## config.mk

```make
export PLATFORM = sky130hd
export DESIGN_NAME = rate_fuzzy_arbiter
export DESIGN_NICKNAME = d
export VERILOG_FILES = /design/src/rtl/fz_arb_pkg.sv /design/src/rtl/fz_rate_track.sv /design/src/rtl/fz_member.sv /design/src/rtl/fz_select.sv /design/src/rtl/rate_fuzzy_arbiter.sv
export SDC_FILE = /design/constraint.sdc
export NUM_CORES = 1
export LEC_CHECK = 0
export BUFFER_PORTS_ARGS = -buffer_cell sky130_fd_sc_hd__buf_2
export CORE_UTILIZATION = 40
export CTS_BUF_LIST = sky130_fd_sc_hd__clkbuf_8 sky130_fd_sc_hd__clkbuf_16
export CTS_CLUSTER_DIAMETER = 30
export DETAILED_ROUTE_END_ITERATION = 6
export GPL_TIMING_DRIVEN = 1
export HOLD_SLACK_MARGIN = 0.12
export PLACE_DENSITY = 0.58
export SYNTH_ARGS = -nofsm -noshare
export SYNTH_HDL_FRONTEND = slang
export SYNTH_SLANG_ARGS = --single-unit
```

## constraint.sdc

```tcl
create_clock -name clk -period 55.7 [get_ports clk]
set_input_delay 5.57 -clock clk [delete_from_list [all_inputs] [get_ports clk]]
set_output_delay 5.57 -clock clk [all_outputs]
set_load 0.01 [all_outputs]
```

## src/rtl/fz_arb_pkg.sv

```systemverilog
package fz_arb_pkg;

  localparam int RATE_W = 7;
  localparam int MU_W   = 8;
  localparam int MU_MAX = 255;

  typedef enum logic [1:0] {
    CAT_LOW  = 2'd0,
    CAT_MED  = 2'd1,
    CAT_HIGH = 2'd2
  } fz_cat_e;

  // Triangular membership on a 0..MU_MAX scale.
  // below p_rise: 0; between p_rise and p_fall: rising, capped;
  // at or above p_fall: falling, floored at 0.
  function automatic int tri_mu(input int x, input int p_rise, input int p_fall,
                                input int s_rise, input int s_fall);
    int v;
    if (x < p_rise) begin
      v = 0;
    end else if (x < p_fall) begin
      v = (x - p_rise) * s_rise;
      if (v > MU_MAX) v = MU_MAX;
    end else begin
      v = (x - p_fall) * s_fall;
      if (v >= MU_MAX) v = 0;
      else v = MU_MAX - v;
    end
    return v;
  endfunction

endpackage

```

## src/rtl/fz_rate_track.sv

```systemverilog
module fz_rate_track
  import fz_arb_pkg::*;
#(
  parameter int CNT_W = 8
) (
  input  logic              clk,
  input  logic              rst_n,
  input  logic              req,
  input  logic              won,
  output logic [RATE_W-1:0] rate
);

  localparam int PROD_W = CNT_W + 7;
  localparam logic [CNT_W-1:0] CNT_FULL = {CNT_W{1'b1}};

  logic [CNT_W-1:0]  req_cnt_q, req_cnt_d;
  logic [CNT_W-1:0]  won_cnt_q, won_cnt_d;
  logic [PROD_W-1:0] prod;
  logic [PROD_W-1:0] quot;
  logic [CNT_W-1:0]  req_base, won_base;

  always_comb begin
    if (req && (req_cnt_q == CNT_FULL)) begin
      req_base = req_cnt_q >> 1;
      won_base = won_cnt_q >> 1;
    end else begin
      req_base = req_cnt_q;
      won_base = won_cnt_q;
    end
    if (req) begin
      req_cnt_d = req_base + {{(CNT_W-1){1'b0}}, 1'b1};
      won_cnt_d = won_base + {{(CNT_W-1){1'b0}}, won};
    end else begin
      req_cnt_d = req_cnt_q;
      won_cnt_d = won_cnt_q;
    end
  end

  always_ff @(posedge clk or negedge rst_n) begin
    if (!rst_n) begin
      req_cnt_q <= '0;
      won_cnt_q <= '0;
    end else if (req) begin
      req_cnt_q <= req_cnt_d;
      won_cnt_q <= won_cnt_d;
    end
  end

  always_comb begin
    prod = {{(PROD_W-CNT_W){1'b0}}, won_cnt_q} * PROD_W'(100);
    if (req_cnt_q == '0) quot = '0;
    else quot = prod / {{(PROD_W-CNT_W){1'b0}}, req_cnt_q};
    rate = quot[RATE_W-1:0];
  end

endmodule

```

## src/rtl/fz_member.sv

```systemverilog
module fz_member
  import fz_arb_pkg::*;
#(
  parameter int LO_RISE = 0,   parameter int LO_FALL = 0,
  parameter int LO_SR   = 5,   parameter int LO_SF   = 5,
  parameter int MD_RISE = 0,   parameter int MD_FALL = 50,
  parameter int MD_SR   = 5,   parameter int MD_SF   = 5,
  parameter int HI_RISE = 50,  parameter int HI_FALL = 100,
  parameter int HI_SR   = 5,   parameter int HI_SF   = 5
) (
  input  logic [RATE_W-1:0] rate,
  output fz_cat_e           cat
);

  logic [MU_W-1:0] mu_lo, mu_md, mu_hi;

  always_comb begin
    mu_lo = MU_W'(tri_mu(int'(rate), LO_RISE, LO_FALL, LO_SR, LO_SF));
    mu_md = MU_W'(tri_mu(int'(rate), MD_RISE, MD_FALL, MD_SR, MD_SF));
    mu_hi = MU_W'(tri_mu(int'(rate), HI_RISE, HI_FALL, HI_SR, HI_SF));
    if ((mu_lo >= mu_md) && (mu_lo >= mu_hi)) cat = CAT_LOW;
    else if (mu_md >= mu_hi)                  cat = CAT_MED;
    else                                      cat = CAT_HIGH;
  end

endmodule

```

## src/rtl/fz_select.sv

```systemverilog
module fz_select
  import fz_arb_pkg::*;
#(
  parameter int NUM_PROC = 3
) (
  input  logic [NUM_PROC-1:0] req,
  input  fz_cat_e             cat [NUM_PROC],
  output logic [NUM_PROC-1:0] pick
);

  localparam int IDX_W = (NUM_PROC > 1) ? $clog2(NUM_PROC) : 1;

  logic [IDX_W-1:0] best_idx;
  fz_cat_e          best_cat;
  logic             any;

  always_comb begin
    best_idx = '0;
    best_cat = CAT_HIGH;
    any      = 1'b0;
    // scan downward so that on equal label the lower index overrides
    for (int i = NUM_PROC - 1; i >= 0; i--) begin
      if (req[i] && (!any || (cat[i] <= best_cat))) begin
        best_idx = IDX_W'(i);
        best_cat = cat[i];
        any      = 1'b1;
      end
    end
    pick = '0;
    if (any) pick[best_idx] = 1'b1;
  end

endmodule

```

## src/rtl/rate_fuzzy_arbiter.sv

```systemverilog
module rate_fuzzy_arbiter
  import fz_arb_pkg::*;
#(
  parameter int NUM_PROC = 3,
  parameter int CNT_W    = 8,
  parameter int LO_RISE = 0,   parameter int LO_FALL = 0,
  parameter int LO_SR   = 5,   parameter int LO_SF   = 5,
  parameter int MD_RISE = 0,   parameter int MD_FALL = 50,
  parameter int MD_SR   = 5,   parameter int MD_SF   = 5,
  parameter int HI_RISE = 50,  parameter int HI_FALL = 100,
  parameter int HI_SR   = 5,   parameter int HI_SF   = 5
) (
  input  logic                       clk,
  input  logic                       rst_n,
  input  logic [NUM_PROC-1:0]        req_i,
  output logic [NUM_PROC-1:0]        grant_o,
  output logic [NUM_PROC*RATE_W-1:0] rate_o
);

  logic [1:0]          rst_sync_q;
  logic                rst_int_n;
  logic [NUM_PROC-1:0] pick;
  logic [NUM_PROC-1:0] grant_q;
  fz_cat_e             cat [NUM_PROC];

  always_ff @(posedge clk or negedge rst_n) begin
    if (!rst_n) rst_sync_q <= 2'b00;
    else        rst_sync_q <= {rst_sync_q[0], 1'b1};
  end
  assign rst_int_n = rst_sync_q[1];

  for (genvar g = 0; g < NUM_PROC; g++) begin : g_proc
    logic [RATE_W-1:0] rate;

    fz_rate_track #(.CNT_W(CNT_W)) u_track (
      .clk  (clk),
      .rst_n(rst_int_n),
      .req  (req_i[g]),
      .won  (pick[g]),
      .rate (rate)
    );

    fz_member #(
      .LO_RISE(LO_RISE), .LO_FALL(LO_FALL), .LO_SR(LO_SR), .LO_SF(LO_SF),
      .MD_RISE(MD_RISE), .MD_FALL(MD_FALL), .MD_SR(MD_SR), .MD_SF(MD_SF),
      .HI_RISE(HI_RISE), .HI_FALL(HI_FALL), .HI_SR(HI_SR), .HI_SF(HI_SF)
    ) u_member (
      .rate(rate),
      .cat (cat[g])
    );

    assign rate_o[g*RATE_W +: RATE_W] = rate;
  end

  fz_select #(.NUM_PROC(NUM_PROC)) u_select (
    .req (req_i),
    .cat (cat),
    .pick(pick)
  );

  always_ff @(posedge clk or negedge rst_int_n) begin
    if (!rst_int_n) grant_q <= '0;
    else            grant_q <= pick;
  end

  assign grant_o = grant_q;

endmodule

```

==> metrics.md <==
| Metric | Value |
|---|---|
| Run status | completed |
| Count leader, synth | ha_1 |
| Synth top cells by count | 580 x ha_1, 418 x nand2_1, 366 x nor2_1 |
| Drc violations | 0 |
| Buffers on Ports | 28 |
| Layout cell share with drive strength beyond 1 | 6.96% |
| #FFs+latches synth | 53 |
| 1st-pass router iterations | 6 |
| Fin crit period | 48.44 ns |
| DRT Wirelength | 95.9 mm |
| Deepest clock path buffer count | 2 |
| Post-synthesis sequential area ratio | 4.01% |
| Die width | 290 µm |
| Top cell type's share of synthesized area | 21.9% |
| IO Pins | 29 |
| Crit Path Class | reg -> reg |
| Post-route ant nets | 0 |
| Synth top area cells | ha_1 22%, a21oi_1 5.3%, xnor2_1 5.2% |
| Total die area | 83800 µm² |
| Mapped Cells | 4562 |
| Final hold slack | 0.361 ns |
| TritonCTS clock tree | done |
| Layout fillers | 8659 |
| Largest net degree at the start of global routing | 52 |
| Unrepaired setup endpoints after global routing | false |
| CP startpoint kind | flop |
| Post-synth EDFFs | 0 |
| Multi-input logic area | 30300 µm² |
| WL per Instance | 17.2 µm |
| FP Rows | 105 |
| Wire length of the first global-routing pass | 158 mm |
| Hold buffers post-CTS | 0 |
| CTS clock-pin slew for the worst setup and hold paths | 0.09 ns |
| Fmax | 20.6 MHz |
| P&R area growth vs syn | 4.14% |
| Critical path arrival | 48.69 ns |
| GP Congestion | 0.900 |
| Final Hold Viols | 0 |
| Slew Limit Fails | 0 |
| Setup WS post-layout | 7.26 ns |
| # setup viols final | 0 |
| Final setup TNS | 0 ns |
| Crit. End Element | flop |
| Largest stage delay, worst path | 0.89 ns |
| Worst path slowest cell | nor2_1 |
| Via count | 33181 |
| Clk_lat worst skew | 0.33 ns |
| Period utilisation layout | 87.0% |
| Post-CTS Resized | 0 |
| Relative max-transition margin | 26.6% |
| Slew @ Worst Pin | 1.10 ns |
| Register Area | 1330 µm² |
| Primary FF master, synth | dfrtp_1 |
| Initial DRC count | 2314 |
| Worst Skew | 0.0150 ns |
| CTS Buf Count | 5 |
| Syn Area/Cell | 7.25 µm² |
| Non-Filler Instances | 5580 |
| Core Region | 82000 µm² |
| Post-CTS setup buffers | 0 |
| GRT Util Overall | 22.3% |
| Overflow after GRT | 0 |
| FFs w/ async S/R, synth | 100% |
| Critical Path RT | 55.95 ns |
| Clk sinks | 53 |
| Synthesized cell area | 33100 µm² |
| Warnings, synthesis | 0 |
| Die Y | 290 µm |
| Final Net Count | 5114 |
| Number of library cell types mapped by synthesis | 129 |
| Vias in the first global route | 30687 |
| Synth Net Count | 5168 |
| Starting Density | 40.3% |
| Pre-CTS setup slack | 7.77 ns |
| Path category of the worst min-delay check | reg -> reg |
| Total number of H-tree levels | 2 |
| Hpwl dp | 77.2 mm |
| Initial antenna violation count | 3 |
| CTS root buffer | clkbuf_16 |
| Max-cap violations | 0 |
| Largest area contributor in the netlist | ha_1 |
| Cells after DPL | 5571 |
| Crit path max fanout | 23 |
| Via density | 5.95 |
[metrics by stage]
stage / cell area, µm² / utilization [%]
after CTS: 34400 / 42.0
after detailed placement: 34300 / 41.8
after floorplan: 33100 / -
after global placement: 34300 / 41.8
after global routing: 34400 / 42.0
final: 34400 / 42.0
[cell type report]
| type | instances | share of cell area [%] |
|---|---|---|
| Multi-Input combinational cell | 4145 | 88.0 |
| Clock buffer | 5 | 0.363 |
| Timing Repair Buffer | 66 | 1.24 |
| Sequential cell | 53 | 3.85 |
| Tap cell | 1070 | 3.89 |
| Antenna cell | 1 | 0.00727 |
| Inverter | 237 | 2.58 |
| Clock inverter | 3 | 0.0509 |
[placed cells by master, fill, tap and decap left out, drive strengths merged, types with 18 or more instances in the layout]
master,netlist,final
a2111oi,28,28
a211o,21,21
a211oi,54,54
a21boi,27,27
a21o,134,134
a21oi,355,355
a31oi,49,49
and2,48,48
and3,43,43
buf,38,66
dfrtp,53,53
fa,21,21
ha,580,580
inv,235,237
mux2,93,93
mux2i,65,65
nand2,418,418
nand2b,112,112
nand3,104,104
nand4,56,56
nor2,367,367
nor2b,83,83
nor3,159,159
nor4,43,43
o2111ai,18,18
o211a,20,20
o211ai,37,37
o21a,120,120
o21ai,309,309
o21bai,33,33
o31a,19,19
o31ai,68,68
or2,42,42
or3,46,46
xnor2,198,198
xor2,119,119
[logic make-up (layout without fill, tap and decap cells)]
kind of cell	count (synthesis)	count (layout)	synth area share, %
simple gates	1610	1610	24.5
compound gates	1456	1456	30.2
fa+ha+maj	602	602	23.2
buf+inv	364	311	4.33
xor+xnor	318	318	8.53
mux	158	158	5.17
flops	53	53	4.01
other cells	1	2	0.0113
[metal layers]
| layer | global-route usage [%] | wire length, µm |
|---|---|---|
| met5 | 0 | 0 |
| met4 | 5.05 | 2120 |
| met3 | 1.66 | 3790 |
| met2 | 36.6 | 42700 |
| met1 | 31.6 | 47200 |
[path summary, 6_finish.rpt]
kind | start | to | slack (ns) | cells after the start
worst max register to register | g_proc[0].u_track.won_cnt_q[2]$_DFFE_PN0P_ | g_proc[2].u_track.won_cnt_q[7]$_DFFE_PN0P_ | 7.26 | 202
max in group asynchronous | rst_n | rst_sync_q[1]$_DFF_PN0_ | 50.55 | 1
worst max-delay path | g_proc[0].u_track.won_cnt_q[2]$_DFFE_PN0P_ | g_proc[2].u_track.won_cnt_q[7]$_DFFE_PN0P_ | 7.26 | 202
worst min-delay path | rst_sync_q[0]$_DFF_PN0_ | rst_sync_q[1]$_DFF_PN0_ | 0.36 | 0
min in group asynchronous | rst_sync_q[1]$_DFF_PN0_ | g_proc[0].u_track.req_cnt_q[4]$_DFFE_PN0P_ | 0.40 | 1
worst min register to register | rst_sync_q[0]$_DFF_PN0_ | rst_sync_q[1]$_DFF_PN0_ | 0.36 | 0
[sequential cells by signal, indices dropped and copies added, names as in the netlist]
register	cells
rst_sync_q	2
g_proc.u_track.won_cnt_q	24
grant_o	3
g_proc.u_track.req_cnt_q	24
[worst max-delay path, delay by kind of cell, from the launching register on]
family / cells / cell delay, ns
and+or+nand+nor: 63 / 12.67
AOI/OAI and AO/OA: 98 / 22.81
adders and majority gates: 23 / 7.60
buffers and inverters: 7 / 1.45
DFF: 1 / 0.37
muxes: 6 / 2.34
xor gates and xnor gates: 5 / 1.00
Power is not shown: default switching activity piles up to over one toggle a cycle in this logic, so the estimate is an artifact.
